`src/rtl/insn_stream_decoder.sv`:
```
module insn_stream_decoder #(
  parameter int WORD_W = 32,
  parameter int REG_N  = 8
) (
  input  logic              clk,
  input  logic              rst,
  input  logic              in_valid,
  output logic              in_ready,
  input  logic [WORD_W-1:0] in_word,
  output logic              out_valid,
  input  logic              out_ready,
  output logic [3:0]        out_kind,
  output logic [3:0]        out_op,
  output logic [2:0]        out_src,
  output logic [2:0]        out_dst,
  output logic [1:0]        out_flag,
  output logic [WORD_W-1:0] out_imm,
  output logic [1:0]        out_len,
  output logic              out_illegal
);
  localparam int BYTE_W = WORD_W / 4;

  logic [BYTE_W-1:0] f_type, f_arg, f_src, f_dst;
  assign {f_type, f_arg, f_src, f_dst} = in_word;

  logic       src_ok, dst_ok, arg_z, src_z, dst_z;
  logic       legal, two_word;
  logic       pend;
  logic [3:0] p_kind;
  logic [2:0] p_dst;
  logic [1:0] p_flag;

  assign src_ok = f_src < BYTE_W'(REG_N);
  assign dst_ok = f_dst < BYTE_W'(REG_N);
  assign arg_z  = f_arg == '0;
  assign src_z  = f_src == '0;
  assign dst_z  = f_dst == '0;

  always_comb begin
    case (f_type)
      BYTE_W'(0), BYTE_W'(2):
        legal = arg_z && dst_z && src_ok;
      BYTE_W'(1), BYTE_W'(4):
        legal = arg_z && src_z && dst_z;
      BYTE_W'(3):
        legal = src_z && dst_z && (f_arg < BYTE_W'(3));
      BYTE_W'(5), BYTE_W'(6), BYTE_W'(7):
        legal = arg_z && src_ok && dst_ok;
      BYTE_W'(8):
        legal = src_ok && dst_ok &&
                ((f_arg < BYTE_W'(10)) || (f_arg == BYTE_W'(12)));
      BYTE_W'(9):
        legal = arg_z && src_z && dst_ok;
      default:
        legal = 1'b0;
    endcase
  end

  assign two_word = (f_type == BYTE_W'(3)) ||
                    (f_type == BYTE_W'(4)) ||
                    (f_type == BYTE_W'(9));
  assign in_ready = !out_valid || out_ready;

  wire fire_in = in_valid && in_ready;

  always_ff @(posedge clk) begin
    if (rst) begin
      pend        <= 1'b0;
      p_kind      <= '0;
      p_dst       <= '0;
      p_flag      <= '0;
      out_valid   <= 1'b0;
      out_kind    <= '0;
      out_op      <= '0;
      out_src     <= '0;
      out_dst     <= '0;
      out_flag    <= '0;
      out_imm     <= '0;
      out_len     <= '0;
      out_illegal <= 1'b0;
    end else begin
      if (out_valid && out_ready) out_valid <= 1'b0;
      if (fire_in) begin
        if (pend) begin
          pend        <= 1'b0;
          out_valid   <= 1'b1;
          out_kind    <= p_kind;
          out_op      <= '0;
          out_src     <= '0;
          out_dst     <= p_dst;
          out_flag    <= p_flag;
          out_imm     <= in_word;
          out_len     <= 2'd2;
          out_illegal <= 1'b0;
        end else if (!legal) begin
          out_valid   <= 1'b1;
          out_kind    <= '0;
          out_op      <= '0;
          out_src     <= '0;
          out_dst     <= '0;
          out_flag    <= '0;
          out_imm     <= '0;
          out_len     <= 2'd1;
          out_illegal <= 1'b1;
        end else if (two_word) begin
          pend   <= 1'b1;
          p_kind <= f_type[3:0];
          p_dst  <= f_dst[2:0];
          p_flag <= f_arg[1:0];
        end else begin
          out_valid   <= 1'b1;
          out_kind    <= f_type[3:0];
          out_op      <= f_arg[3:0];
          out_src     <= f_src[2:0];
          out_dst     <= f_dst[2:0];
          out_flag    <= '0;
          out_imm     <= '0;
          out_len     <= 2'd1;
          out_illegal <= 1'b0;
        end
      end
    end
  end

  assert_hold_record_R9: assert property (@(posedge clk) disable iff (rst)
    out_valid && !out_ready |=> out_valid && $stable({out_kind, out_op, out_src,
      out_dst, out_flag, out_imm, out_len, out_illegal}));

  assert_no_intake_stall_R9: assert property (@(posedge clk) disable iff (rst)
    out_valid && !out_ready |-> !in_ready);

  assert_illegal_short_R8: assert property (@(posedge clk) disable iff (rst)
    out_valid && out_illegal |-> out_len == 2'd1 && out_kind == 4'd0);

  assert_long_kinds_R3: assert property (@(posedge clk) disable iff (rst)
    out_valid && out_len == 2'd2 |->
      !out_illegal && (out_kind == 4'd3 || out_kind == 4'd4 || out_kind == 4'd9));

  assert_kind_range_R2: assert property (@(posedge clk) disable iff (rst)
    out_valid |-> out_kind <= 4'd9);

  assert_reset_idle_R10: assert property (@(posedge clk) disable iff (rst)
    $past(rst) |-> !out_valid && in_ready);
endmodule

```
`config.mk`:
```
export PLATFORM = sky130hd
export DESIGN_NAME = insn_stream_decoder
export DESIGN_NICKNAME = d
export VERILOG_FILES = /design/src/rtl/insn_stream_decoder.sv
export SDC_FILE = /design/constraint.sdc
export NUM_CORES = 1
export LEC_CHECK = 0
export ABC_CLOCK_PERIOD_IN_PS = 2600
export BUFFER_PORTS_ARGS = -buffer_cell sky130_fd_sc_hd__buf_2
export CAP_MARGIN = 40
export CELL_PAD_IN_SITES_DETAIL_PLACEMENT = 1
export CELL_PAD_IN_SITES_GLOBAL_PLACEMENT = 2
export CORE_MARGIN = 1.5
export CORE_UTILIZATION = 29
export DETAILED_ROUTE_END_ITERATION = 7
export GPL_TIMING_DRIVEN = 1
export PLACE_DENSITY = 0.82
export SLEW_MARGIN = 20
export SYNTH_ARGS = -nofsm -noshare
export SYNTH_HDL_FRONTEND = slang
export SYNTH_SLANG_ARGS = --single-unit
```
`constraint.sdc`:
```
create_clock -name clk -period 2.6 [get_ports clk]
set_input_delay 0 -clock clk [delete_from_list [all_inputs] [get_ports clk]]
set_output_delay 0 -clock clk [all_outputs]
set_load 0.01 [all_outputs]
```
* After elaboration in Yosys (flattened, before gate mapping)
Index checks and enable logic that the tools add are counted. W data, S select, Z words.
Word-level totals: flip-flop bits (word level) 62, logic and storage cells 89, output and inout bits 53, bits of input ports 36
Cells by class: reductions and logical operators 27, equal/unequal tests 11, bitwise operators 1, muxes and demuxes 33, $lt $le $gt $ge 4
Operators by type and width (number):
- $mux W32 | 3
- $eq A8 B3 Y1 const B | 4
- $logic_not A8 Y1 | 4
- $eq A8 B4 Y1 const B | 3
- $lt A8 B4 Y1 const B | 3
- $mux W4 | 6
- $mux W3 | 6
- $eq A8 B2 Y1 const B | 2
- $logic_and A1 B1 Y1 | 13
- $mux W2 | 6
- $mux W1 | 11
- $eq A8 B1 Y1 const B | 1
- $lt A8 B2 Y1 const B | 1
- $pmux W1 S6 | 1
- $logic_or A1 B1 Y1 | 4
- $reduce_and A4 Y1 | 1
- $reduce_or A2 Y1 | 2
- $ne A3 B2 Y1 const B | 1
- $reduce_or A3 Y1 | 1
- $reduce_and A2 Y1 | 1
- $logic_not A1 Y1 | 1
- $not A1 Y1 | 1

* Longest topological paths before layout
Gate-level depths: netlist of run 1.
word-level depth 7, depth in mapped cells 8, gate-level depth less buffers 6

* Worst setup path after synthesis of run 1
Ideal clock, no wire load.
kind input port to flip-flop, start point input port in_word[27], end point register out_imm[28], slack 763 ps, path buffers 2, arrival 1777 ps, setup time 60 ps, required time 2540 ps, cell stages on the path 8, cells stage by stage buf_2 or3b_1 a21oi_2 o21ai_2 or4_4 o22ai_4 buf_6 a22o_1
Between the ends: word-level cells in the longest chain between the ends 5, elaborated cells on any way between the ends 20, classes of those cells eq/ne (10); mux (3); reduce/logical (7)
RTL lines:
- start: declaration | line 9 | input logic [WORD_W-1:0] in_word,
- $eq A8 B3 Y1, or another cell as far along | line 40 | case (f_type)
- $reduce_or A3 Y1, or another cell as far along | line 40
- $pmux W1 S6 or $logic_or A1 B1 Y1 (tied branches) | line 40, 60
- $ne A3 B2 Y1 (no line) or $mux W32 (tied branches)
- $reduce_and A2 Y1 (no line) or $mux W32 (tied branches)
- end signal: assignment | line 92 | out_imm <= in_word;
- end: declaration | line 17 | output logic [WORD_W-1:0] out_imm,
Parallel ways exist; a longest one is shown, timed or not. A chain may end at the register's enable or synchronous reset.

* Worst setup path after layout of run 1
start point input port in_word[24], end point register p_dst[0]
Between the ends: word-level cells in the longest chain between the ends 4, elaborated cells on any way between the ends 17, classes of those cells eq/ne (9); mux (1); reduce/logical (7)
RTL lines:
- $eq A8 B3 Y1, or another cell as far along | line 40
- $reduce_or A3 Y1, or another cell as far along | line 40
- $pmux W1 S6 or $logic_or A1 B1 Y1 (tied branches) | line 40, 60
- $reduce_and A4 Y1 (no line) *
- end signal: assignment | line 108 | p_dst <= f_dst[2:0];
- end: declaration | line 30 | logic [2:0] p_dst;
Mark *: on every way between the ends. The rest lies on a longest branch, timed or not.

==> flow_summary.yaml, run 1 <==
floorplanning:
  io_pins: 89
  design.die.area_um2: 9828
  chipWidth_um: 99.14
  initial_core_util: 0.3029
  floorplan.core_area_um2: 8848
  floorplan.die.height_um: 99.14
  placementRows: 34
global_routing:
  grt_remaining_overflow: 0
  antenna_violations_before_repair: 0
  global_route_wire_length_before_repair_mm: 14.21
  first_global_vias: 2704
  global_route.usage.total: 0.1849
  grt_start_max_net_pins: 38
drt:
  route.met2.wl_mm: 4.300
  detail_route.drc_violations: 0
  vias_per_cell: 5.379
  length_of_routed_met3_wiring_um: 332
  drtPass1Iterations: 4
  met1_routed_length_mm: 4.263
  vias: 2722
  iteration_0_drc_count_of_the_detailed_router: 114
  detail_route.wl_per_cell_um: 17.90
  top_layer_used: "met4"
  final_antenna_net_count: 0
  routed_wirelength_mm: 9.055
critical_path:
  worstPathCellList: "dlygate4sd3_1, buf_2, or3b_1, a21oi_2, o21ai_2, buf_4, or4_1, o21ai_0, a21oi_1"
  cp_num_cells: 9
  slowest_cp_cell: "or4_1"
  timing.critical_path.from: "in_word[24]"
  category_of_cells_accounting_for_the_largest_share_of_critical_path_delay: "simple AND/OR/NAND/NOR gates"
  critPathRequiredTime_ns: 2.80
  worst_path_largest_cell_delay_ns: 0.67
  maximum_fanout_encountered_on_the_critical_timing_path: 25
  timing.critical_path.to_type: "flip-flop"
  ff2ff_setup_slack_ns: 0.70
  endpoint_of_the_most_critical_register_to_register_path: "p_dst[0]"
  cp_num_buf_inv: 3
  signal_arrival_time_at_the_worst_endpoint_ns: 2.57
  startpoint_type: "input pin"
  r2r.worst_path.cells: 5
  worst_setup_path_end: "p_dst[0]"
  worst_r2r_startpoint: "out_valid"
  setup.worst_path.class: "input pin to flip-flop"
timing:
  max_slew_margin: 0.6452
  final_worst_path_period_share: 0.9093
  rsz0062_at_grt: "false"
  min_period_ns: 2.364
  totalNegativeSetupSlack_ns: 0
  slew_viol_final: 0
  fmaxAchievable_mhz: 423.0
  worst_slew_pin_slew_ns: 0.5274
  timing_hold_violations_final: 0
  finalSetupViolCount: 0
  worst_clock_skew_ns: 0.01163
  worst_slack_ns: 0.2358
clock_network:
  clock_path_buffers: 2
  clock-sinks: 62
  number_of_cts_inserted_buffers: 9
  cts_tree: "done"
  clk_root_buf: "clkbuf_8"
  clock_tree.htree_level_count: 3
  clock_latency_ns: 0.34
  clkTransAtPathRegs_ns: 0.07
  post-cts-setup-buffers: 0
yosys:
  yosysTopAreaCell: "dfxtp_1"
  synthesis.area_per_instance_um2: 9.404
  synth_seq_area_share: 0.4631
  yosys_warnings: 0
  synthesis.nets: 321
  leading_register_cell_type_out_of_synthesis: "dfxtp_1"
  synth_seq_cells: 62
  area_share_of_the_largest_cell_type_after_synthesis: 0.4631
  synth_enable_flop_cells: 0
  mappedNetlistArea_um2: 2680
  synth_cell_types: 42
  synthesis.instances: 285
  synthArstFlopShare: 0
  synthTopCellsByArea: "dfxtp_1, a22o_1, a21oi_1"
layout:
  antenna-diode-count: 0
  layout-area-overhead-vs-synth_pct: 38.38
  design.final.nets: 429
  layout-drive-gt1-share: 0.3040
power_and_ir_drop:
  power_density_nw_per_um2: 556.2
  leakage_uw: 0.001555
  worst_ir_drop_vdd_v: 0.0002348
placement:
  globalplace.congestion: 0.7800
  post-place-ws_ns: 0.4404
  place.port_buffers: 88
  hpwl_mm: 5.914
run_status:
  run_status: "completed"
hold_path:
  holdCritPathClass: "input pin to flip-flop"
  min_from: "in_word[25]"
run:
  timing.max_cap.violations: 0
-- state kept, by name, indices dropped and copies added (netlist names) --
signal       cells
out_len          2
out_valid        1
pend             1
out_flag         2
out_kind         4
out_dst          3
out_illegal      1
out_src          3
p_flag           2
p_dst            3
out_imm         32
p_kind           4
out_op           4
-- worst min path at each step --
stage | endpoint | cells past startpoint
2_1_floorplan | out_imm[10] | 1
3_3_place_gp | out_imm[20] | 2
3_5_place_dp | out_imm[13] | 2
4_1_cts | out_imm[26] | 2
5_1_grt | out_imm[26] | 2
6_report | p_kind[1] | 3
-- stage by stage --
step / instance area, um2 / utilization / std cells / hold slack (ns) / total power, uW
floorplan: 2680 / - / 285 / 0.1255 / 1084
global placement: 3199 / 0.3616 / 461 / 0.2284 / 1150
detailed placement: 3227 / 0.3647 / 462 / 0.2325 / 1159
CTS: 3709 / 0.4191 / 506 / 0.006343 / 2079
global route: 3709 / 0.4191 / 506 / 0.03271 / 2140
finish: 3709 / 0.4191 / 506 / 0.02336 / 2063
-- power breakdown --
group	total, uW	leakage, uW	switching (uW)	internal (uW)
registers	966	0.000501	6.85	959
clock network	892	0.0000996	397	495
logic	205	0.000954	111	94.5
-- synth_stat cells (4+ instances only) --
cell	n
a22o_1	31
nand4b_1	4
dfxtp_1	62
nor2_1	15
nor4b_1	9
o21ai_0	8
a311o_1	7
clkbuf_1	25
a21oi_1	35
o21ai_1	5
nor3_1	5
a211oi_1	11
nand3_1	11
o2bb2ai_1	6
nor4_1	6
nand2b_1	4
-- final cells by class --
cell class              count  area (um2)
clock inverters             3       42.54
flip-flops and latches     62        1241
clock buffers              13       158.9
inverters                   3       11.26
well taps                 108       135.1
repair buffers            129       838.3
fillers                  1037        5140
multi-input cells         188        1281
-- per-layer routing --
layer,vias to the layer above,track usage
li1,1316,-
met1,1322,0.2371
met2,72,0.3072
met4,0,0.08017
met5,-,0
met3,12,0.03233
-- repair_timing --
item / in CTS / in global routing
hold buffers: 28 / 0
endpoints found under the hold margin: 35 / 0
resized for setup: 0 / 0
setup endpoints to repair: 0 / 0
-- cell usage in the layout, fill, tap and decap left out, types with 5 or more instances in the layout --
cell type and n:
buf_4 12, dlygate4sd3_1 28, o2bb2ai_1 6, a21oi_1 35, a22o_1 31, buf_2 88, dfxtp_1 62, o21ai_1 5
nor4b_1 9, clkbuf_8 11, nor3_1 5, nand3_1 11, o21ai_0 8, nor2_1 15, a311o_1 7, a211oi_1 11
nor4_1 6
-- logic make-up after synthesis --
family | after synthesis | synth area share
compound gates | 117 | 0.3142
simple gates | 71 | 0.1629
flops | 62 | 0.4631
buf+inv | 35 | 0.05976
-- tightest hold or removal path, stage by stage --
cell and delay, ns:
buf_2 0.17, nand3_1 0.09, a21oi_1 0.05
Note: power is estimated with default switching activity, not from simulation.
==> inputs of run 2 (changes only) <==
==> config.mk (replaced) <==
export PLATFORM = sky130hd
export DESIGN_NAME = insn_stream_decoder
export DESIGN_NICKNAME = d
export VERILOG_FILES = /design/src/rtl/insn_stream_decoder.sv
export SDC_FILE = /design/constraint.sdc
export NUM_CORES = 1
export LEC_CHECK = 0
export ABC_CLOCK_PERIOD_IN_PS = 3000
export BUFFER_PORTS_ARGS = -buffer_cell sky130_fd_sc_hd__buf_2
export CAP_MARGIN = 40
export CELL_PAD_IN_SITES_DETAIL_PLACEMENT = 1
export CELL_PAD_IN_SITES_GLOBAL_PLACEMENT = 2
export CORE_MARGIN = 1.5
export CORE_UTILIZATION = 31
export DETAILED_ROUTE_END_ITERATION = 7
export GPL_TIMING_DRIVEN = 1
export PLACE_DENSITY = 0.87
export SYNTH_ARGS = -nofsm -noshare
export SYNTH_HDL_FRONTEND = slang
export SYNTH_SLANG_ARGS = --single-unit
export TNS_END_PERCENT = 50
==> constraint.sdc (replaced) <==
create_clock -name clk -period 3 [get_ports clk]
set_input_delay 0 -clock clk [delete_from_list [all_inputs] [get_ports clk]]
set_output_delay 0 -clock clk [all_outputs]
set_load 0.01 [all_outputs]
==> flow_summary.yaml, run 2 (synthesized netlist as in run 1, its figures left out) <==
placement:
  hpwl_mm: 5.697
  place.port_buffers: 88
  detailed_place.area_um2: 3188
  globalplace.congestion: 0.7480
critical_path:
  worstPathCellList: "dlygate4sd3_1, buf_2, nor4_1, nand3_1, nor3_1, a21o_2, nand3_1, a211oi_1"
  startpoint_type: "input pin"
  timing.critical_path.to_type: "flip-flop"
  maximum_fanout_encountered_on_the_critical_timing_path: 15
  cpMostUsedCell: "nand3_1"
  timing.critical_path.from: "in_word[28]"
  slowest_cp_cell: "nor4_1"
  setup.worst_path.class: "input pin to flip-flop"
  worst_path_largest_cell_delay_ns: 0.57
  worst_r2r_startpoint: "out_valid"
  critPathRequiredTime_ns: 3.25
  signal_arrival_time_at_the_worst_endpoint_ns: 2.93
layout:
  number_of_fill_cells: 953
  design.final.nets: 423
  layout-drive-gt1-share: 0.3087
  layout-area-overhead-vs-synth_pct: 37.63
  mostFrequentLayoutCell: "buf_2"
  final-seq-area_um2: 1241
  largest_reg_flops: 32
  fin_util: 0.4444
  layout.cell_area.non_filler_um2: 3689
  registers.top_by_ff_count: "out_imm"
  antenna-diode-count: 0
  multi_input_gate_area_um2: 1285
  mostFrequentLayoutCells: "buf_2, dfxtp_1, a21oi_1, a22o_1, dlygate4sd3_1"
drt:
  iteration_0_drc_count_of_the_detailed_router: 122
  final_antenna_net_count: 0
  routed_wirelength_mm: 8.825
  vias_per_cell: 5.543
  detail_route.wl_per_cell_um: 17.76
  drtPass1Iterations: 4
  vias: 2755
  detail_route.drc_violations: 0
global_routing:
  first_global_vias: 2667
  antenna_violations_before_repair: 0
  grt_remaining_overflow: 0
  grt_start_max_net_pins: 39
  global_route_wire_length_before_repair_mm: 13.70
  global_route.usage.total: 0.1972
power_and_ir_drop:
  leakage_uw: 0.001541
  power_density_nw_per_um2: 516.1
  p_total_uw: 1904
  worst_ir_drop_vdd_v: 0.0001945
clock_network:
  clock_tree.htree_level_count: 3
  number_of_cts_inserted_buffers: 9
  clock_path_buffers: 2
  post-cts-setup-buffers: 0
  cts_tree: "done"
  clock-sinks: 62
  clk_root_buf: "clkbuf_8"
  clkTransAtPathRegs_ns: 0.07
  clock_latency_ns: 0.35
timing:
  min_period_ns: 2.681
  max_slew_margin: 0.5177
  worst_clock_skew_ns: 0.005743
  worst_slew_pin_slew_ns: 0.7235
  finalSetupViolCount: 0
  slew_viol_final: 0
  worst_hold_slack_ns: 0.004143
  rsz0062_at_grt: "false"
  fmaxAchievable_mhz: 373.1
  final_worst_path_period_share: 0.8935
  totalNegativeSetupSlack_ns: 0
  timing_hold_violations_final: 0
run:
  timing.max_cap.violations: 0
floorplanning:
  design.die.area_um2: 9212
  initial_core_util: 0.3229
  floorplan.die.height_um: 95.98
  io_pins: 89
  floorplan.core_area_um2: 8299
  placementRows: 33
  chipWidth_um: 95.98
hold_path:
  min_from: "in_word[24]"
  holdCritPathClass: "input pin to flip-flop"
run_status:
  run_status: "completed"
[run 2: power by group]
| part | total [uW] | internal, uW | leakage, uW | switching, uW |
|---|---|---|---|---|
| Clock | 895 | 547 | 0.000119 | 347 |
| Sequential | 837 | 831 | 0.000501 | 6.01 |
| Combinational | 172 | 78.1 | 0.000921 | 93.6 |
| Total | 1900 | 1460 | 0.00154 | 447 |
[run 2: area by class of cell]
class                   instances  area share
clock buffers                   9     0.03358
clock inverters                 7     0.03053
inverters                       3    0.003053
multi-input cells             188      0.3484
flip-flops and latches         62      0.3365
well taps                     105     0.03562
repair buffers                123      0.2123
[run 2: path summary, 6_finish.rpt]
check	end	slack [ns]	cells after the start
min reg2reg	out_src[1]	0.47	1
max reg2reg	p_dst[0]	1.12	6
max	out_flag[0]	0.32	8
min	p_kind[2]	0.004	2
[run 2: metal layers]
layer / part of all wire / track usage
met1: 0.44 / 0.2448
met3: 0.046 / 0.03239
met2: 0.49 / 0.3304
met4: 0.025 / 0.09436
met5: 0 / 0
[run 2: per-stage QoR]
stage / setup WS [ns] / cells
floorplan: 1.163 / 285
global placement: 0.5459 / 453
detailed placement: 0.4576 / 455
CTS: 0.1340 / 497
global route: 0.1275 / 497
finish: 0.3194 / 497
[run 2: repair_timing]
item,4_1_cts,5_1_grt
setup endpoints to repair,0,17
resized for setup,0,2
hold buffers,26,0
endpoints found under the hold margin,33,0
[run 2: critical path: cells and delay by family]
family / cells / cell delay (ns)
and+or+nand+nor: 4 / 1.54
AOI/OAI and AO/OA: 2 / 0.72
buffers and inverters: 2 / 0.67
==> inputs of run 3 (changes only) <==
--- a/config.mk
+++ b/config.mk
@@ -14,7 +14,8 @@
 export CORE_UTILIZATION = 31
 export DETAILED_ROUTE_END_ITERATION = 7
 export GPL_TIMING_DRIVEN = 1
-export PLACE_DENSITY = 0.87
+export PLACE_DENSITY_LB_ADDON = 0.1
+export SETUP_SLACK_MARGIN = 0.5
 export SYNTH_ARGS = -nofsm -noshare
 export SYNTH_HDL_FRONTEND = slang
 export SYNTH_SLANG_ARGS = --single-unit
==> flow_summary.yaml, run 3 (synthesized netlist as in run 1, its figures left out) <==
timing:
  max_slew_margin: 0.6232
  worst_clock_skew_ns: 0.007240
  min_period_ns: 2.347
  slew_viol_final: 0
  fmaxAchievable_mhz: 426.2
  finalSetupViolCount: 0
  worst_slew_pin_slew_ns: 0.5644
  rsz0062_at_grt: "true"
  timing_hold_violations_final: 0
  final_worst_path_period_share: 0.7822
  totalNegativeSetupSlack_ns: 0
drt:
  drtPass1Iterations: 4
  iteration_0_drc_count_of_the_detailed_router: 90
  vias: 2692
  detail_route.wl_per_cell_um: 17.00
  final_antenna_net_count: 0
  routed_wirelength_mm: 8.534
  vias_per_cell: 5.363
  detail_route.drc_violations: 0
floorplanning:
  initial_core_util: 0.3229
  io_pins: 89
  design.die.area_um2: 9212
  floorplan.core_area_um2: 8299
  chipWidth_um: 95.98
  floorplan.die.height_um: 95.98
  placementRows: 33
global_routing:
  use_met1: 0.2487
  global_route_wire_length_before_repair_mm: 13.63
  global_route.usage.total: 0.1945
  antenna_violations_before_repair: 0
  grt_start_max_net_pins: 38
  first_global_vias: 2659
  globalRouteMet3Util: 0.04502
  grt_use_met2: 0.3198
  grt_busiest_layer: "met2"
  grt_remaining_overflow: 0
power_and_ir_drop:
  leakage_uw: 0.001560
  comb_power_share: 0.097
  switching_share: 0.2483
  power_density_nw_per_um2: 493.6
  net-switching-power_uw: 457.6
  power_report.internal_total_uw: 1385
  p_seq_frac: 0.454
  worst_ir_drop_vdd_v: 0.0002330
  p_clk_frac: 0.449
critical_path:
  critPathRequiredTime_ns: 3.23
  signal_arrival_time_at_the_worst_endpoint_ns: 2.58
  timing.critical_path.to_type: "flip-flop"
  setup.worst_path.class: "input pin to flip-flop"
  cp_num_buf_inv: 2
  startpoint_type: "input pin"
  category_of_cells_accounting_for_the_largest_share_of_critical_path_delay: "simple AND/OR/NAND/NOR gates"
  maximum_fanout_encountered_on_the_critical_timing_path: 15
  slowest_cp_cell: "dlygate4sd3_1"
  worstPathCellList: "dlygate4sd3_1, buf_2, nor4bb_1, a21oi_1, nor3_1, a21o_1, nand3_1, a22o_1"
  worst_path_largest_cell_delay_ns: 0.53
clock_network:
  number_of_cts_inserted_buffers: 9
  clock_path_buffers: 2
  clock-sinks: 62
  clk_root_buf: "clkbuf_8"
  clkTransAtPathRegs_ns: 0.08
  clock_latency_ns: 0.34
  clock_tree.htree_level_count: 3
  cts_tree: "done"
layout:
  layout-area-overhead-vs-synth_pct: 39.31
  multi_input_gate_area_um2: 1284
  fin_util: 0.4499
  registers.top_by_ff_count: "out_imm"
  design.final.nets: 428
  mostFrequentLayoutCells: "buf_2, dfxtp_1, a21oi_1, a22o_1, dlygate4sd3_1"
  largest_reg_flops: 32
  number_of_fill_cells: 969
  final-seq-area_um2: 1241
  layout-drive-gt1-share: 0.3073
  mostFrequentLayoutCell: "buf_2"
  antenna-diode-count: 0
placement:
  place.port_buffers: 88
  globalplace.congestion: 0.7230
  hpwl_mm: 5.660
hold_path:
  holdCritPathClass: "input pin to flip-flop"
run_status:
  run_status: "completed"
run:
  timing.max_cap.violations: 0
run 3: final timing paths:
check | from | endpoint | slack [ns] | cells after the start
setup / recovery | in_word[26] | out_len[0] | 0.65 | 8
hold / removal | in_word[24] | p_kind[0] | 0.01 | 3
setup reg to reg | pend | out_imm[30] | 1.05 | 4
hold reg to reg | out_len[1] | out_len[1] | 0.45 | 1
run 3: area by class of cell:
class / count / share of cell area
multi-input cells: 188 / 0.3438
flip-flops and latches: 62 / 0.3324
repair buffers: 128 / 0.2262
well taps: 105 / 0.03519
clock buffers: 9 / 0.03318
clock inverters: 7 / 0.02614
inverters: 3 / 0.003016
run 3: tightest hold or removal path, stage by stage:
cell	delay, ns
buf_2	0.17
nand3_1	0.08
a21oi_1	0.06
run 3: metal layers:
metal	share of wire	vias up
met5	0	-
met4	0.016	0
met3	0.043	10
met2	0.45	64
met1	0.49	1304
li1	-	1314
run 3: per-stage QoR:
step | power [uW] | hold WS (ns) | worst slack, ns | cells | cell area [um2]
after detailed placement | 1006 | 0.2304 | 0.5062 | 457 | 3219
after global routing | 1922 | 0.008706 | 0.4775 | 502 | 3734
after floorplan | 939.4 | 0.1255 | 1.163 | 285 | 2680
after global placement | 996.4 | 0.2294 | 0.4470 | 454 | 3166
final | 1843 | 0.01397 | 0.6535 | 502 | 3734
after CTS | 1870 | 0.002031 | 0.5253 | 502 | 3731
run 3: power by group through the flow:
stage / registers, uW / clock network [uW] / logic [uW]
finish: 837 / 827 / 179
global route: 839 / 888 / 195
CTS: 837 / 854 / 179
detailed placement: 856 / 0 / 150
global placement: 856 / 0 / 140
floorplan: 860 / 0 / 79.8
run 3: timing repair:
item                                    CTS  global route
buffers inserted                          0             0
hold endpoints to repair                 36             0
endpoints found under the setup margin    0            13
hold buffers                             29             0
gates resized for setup                   0             1
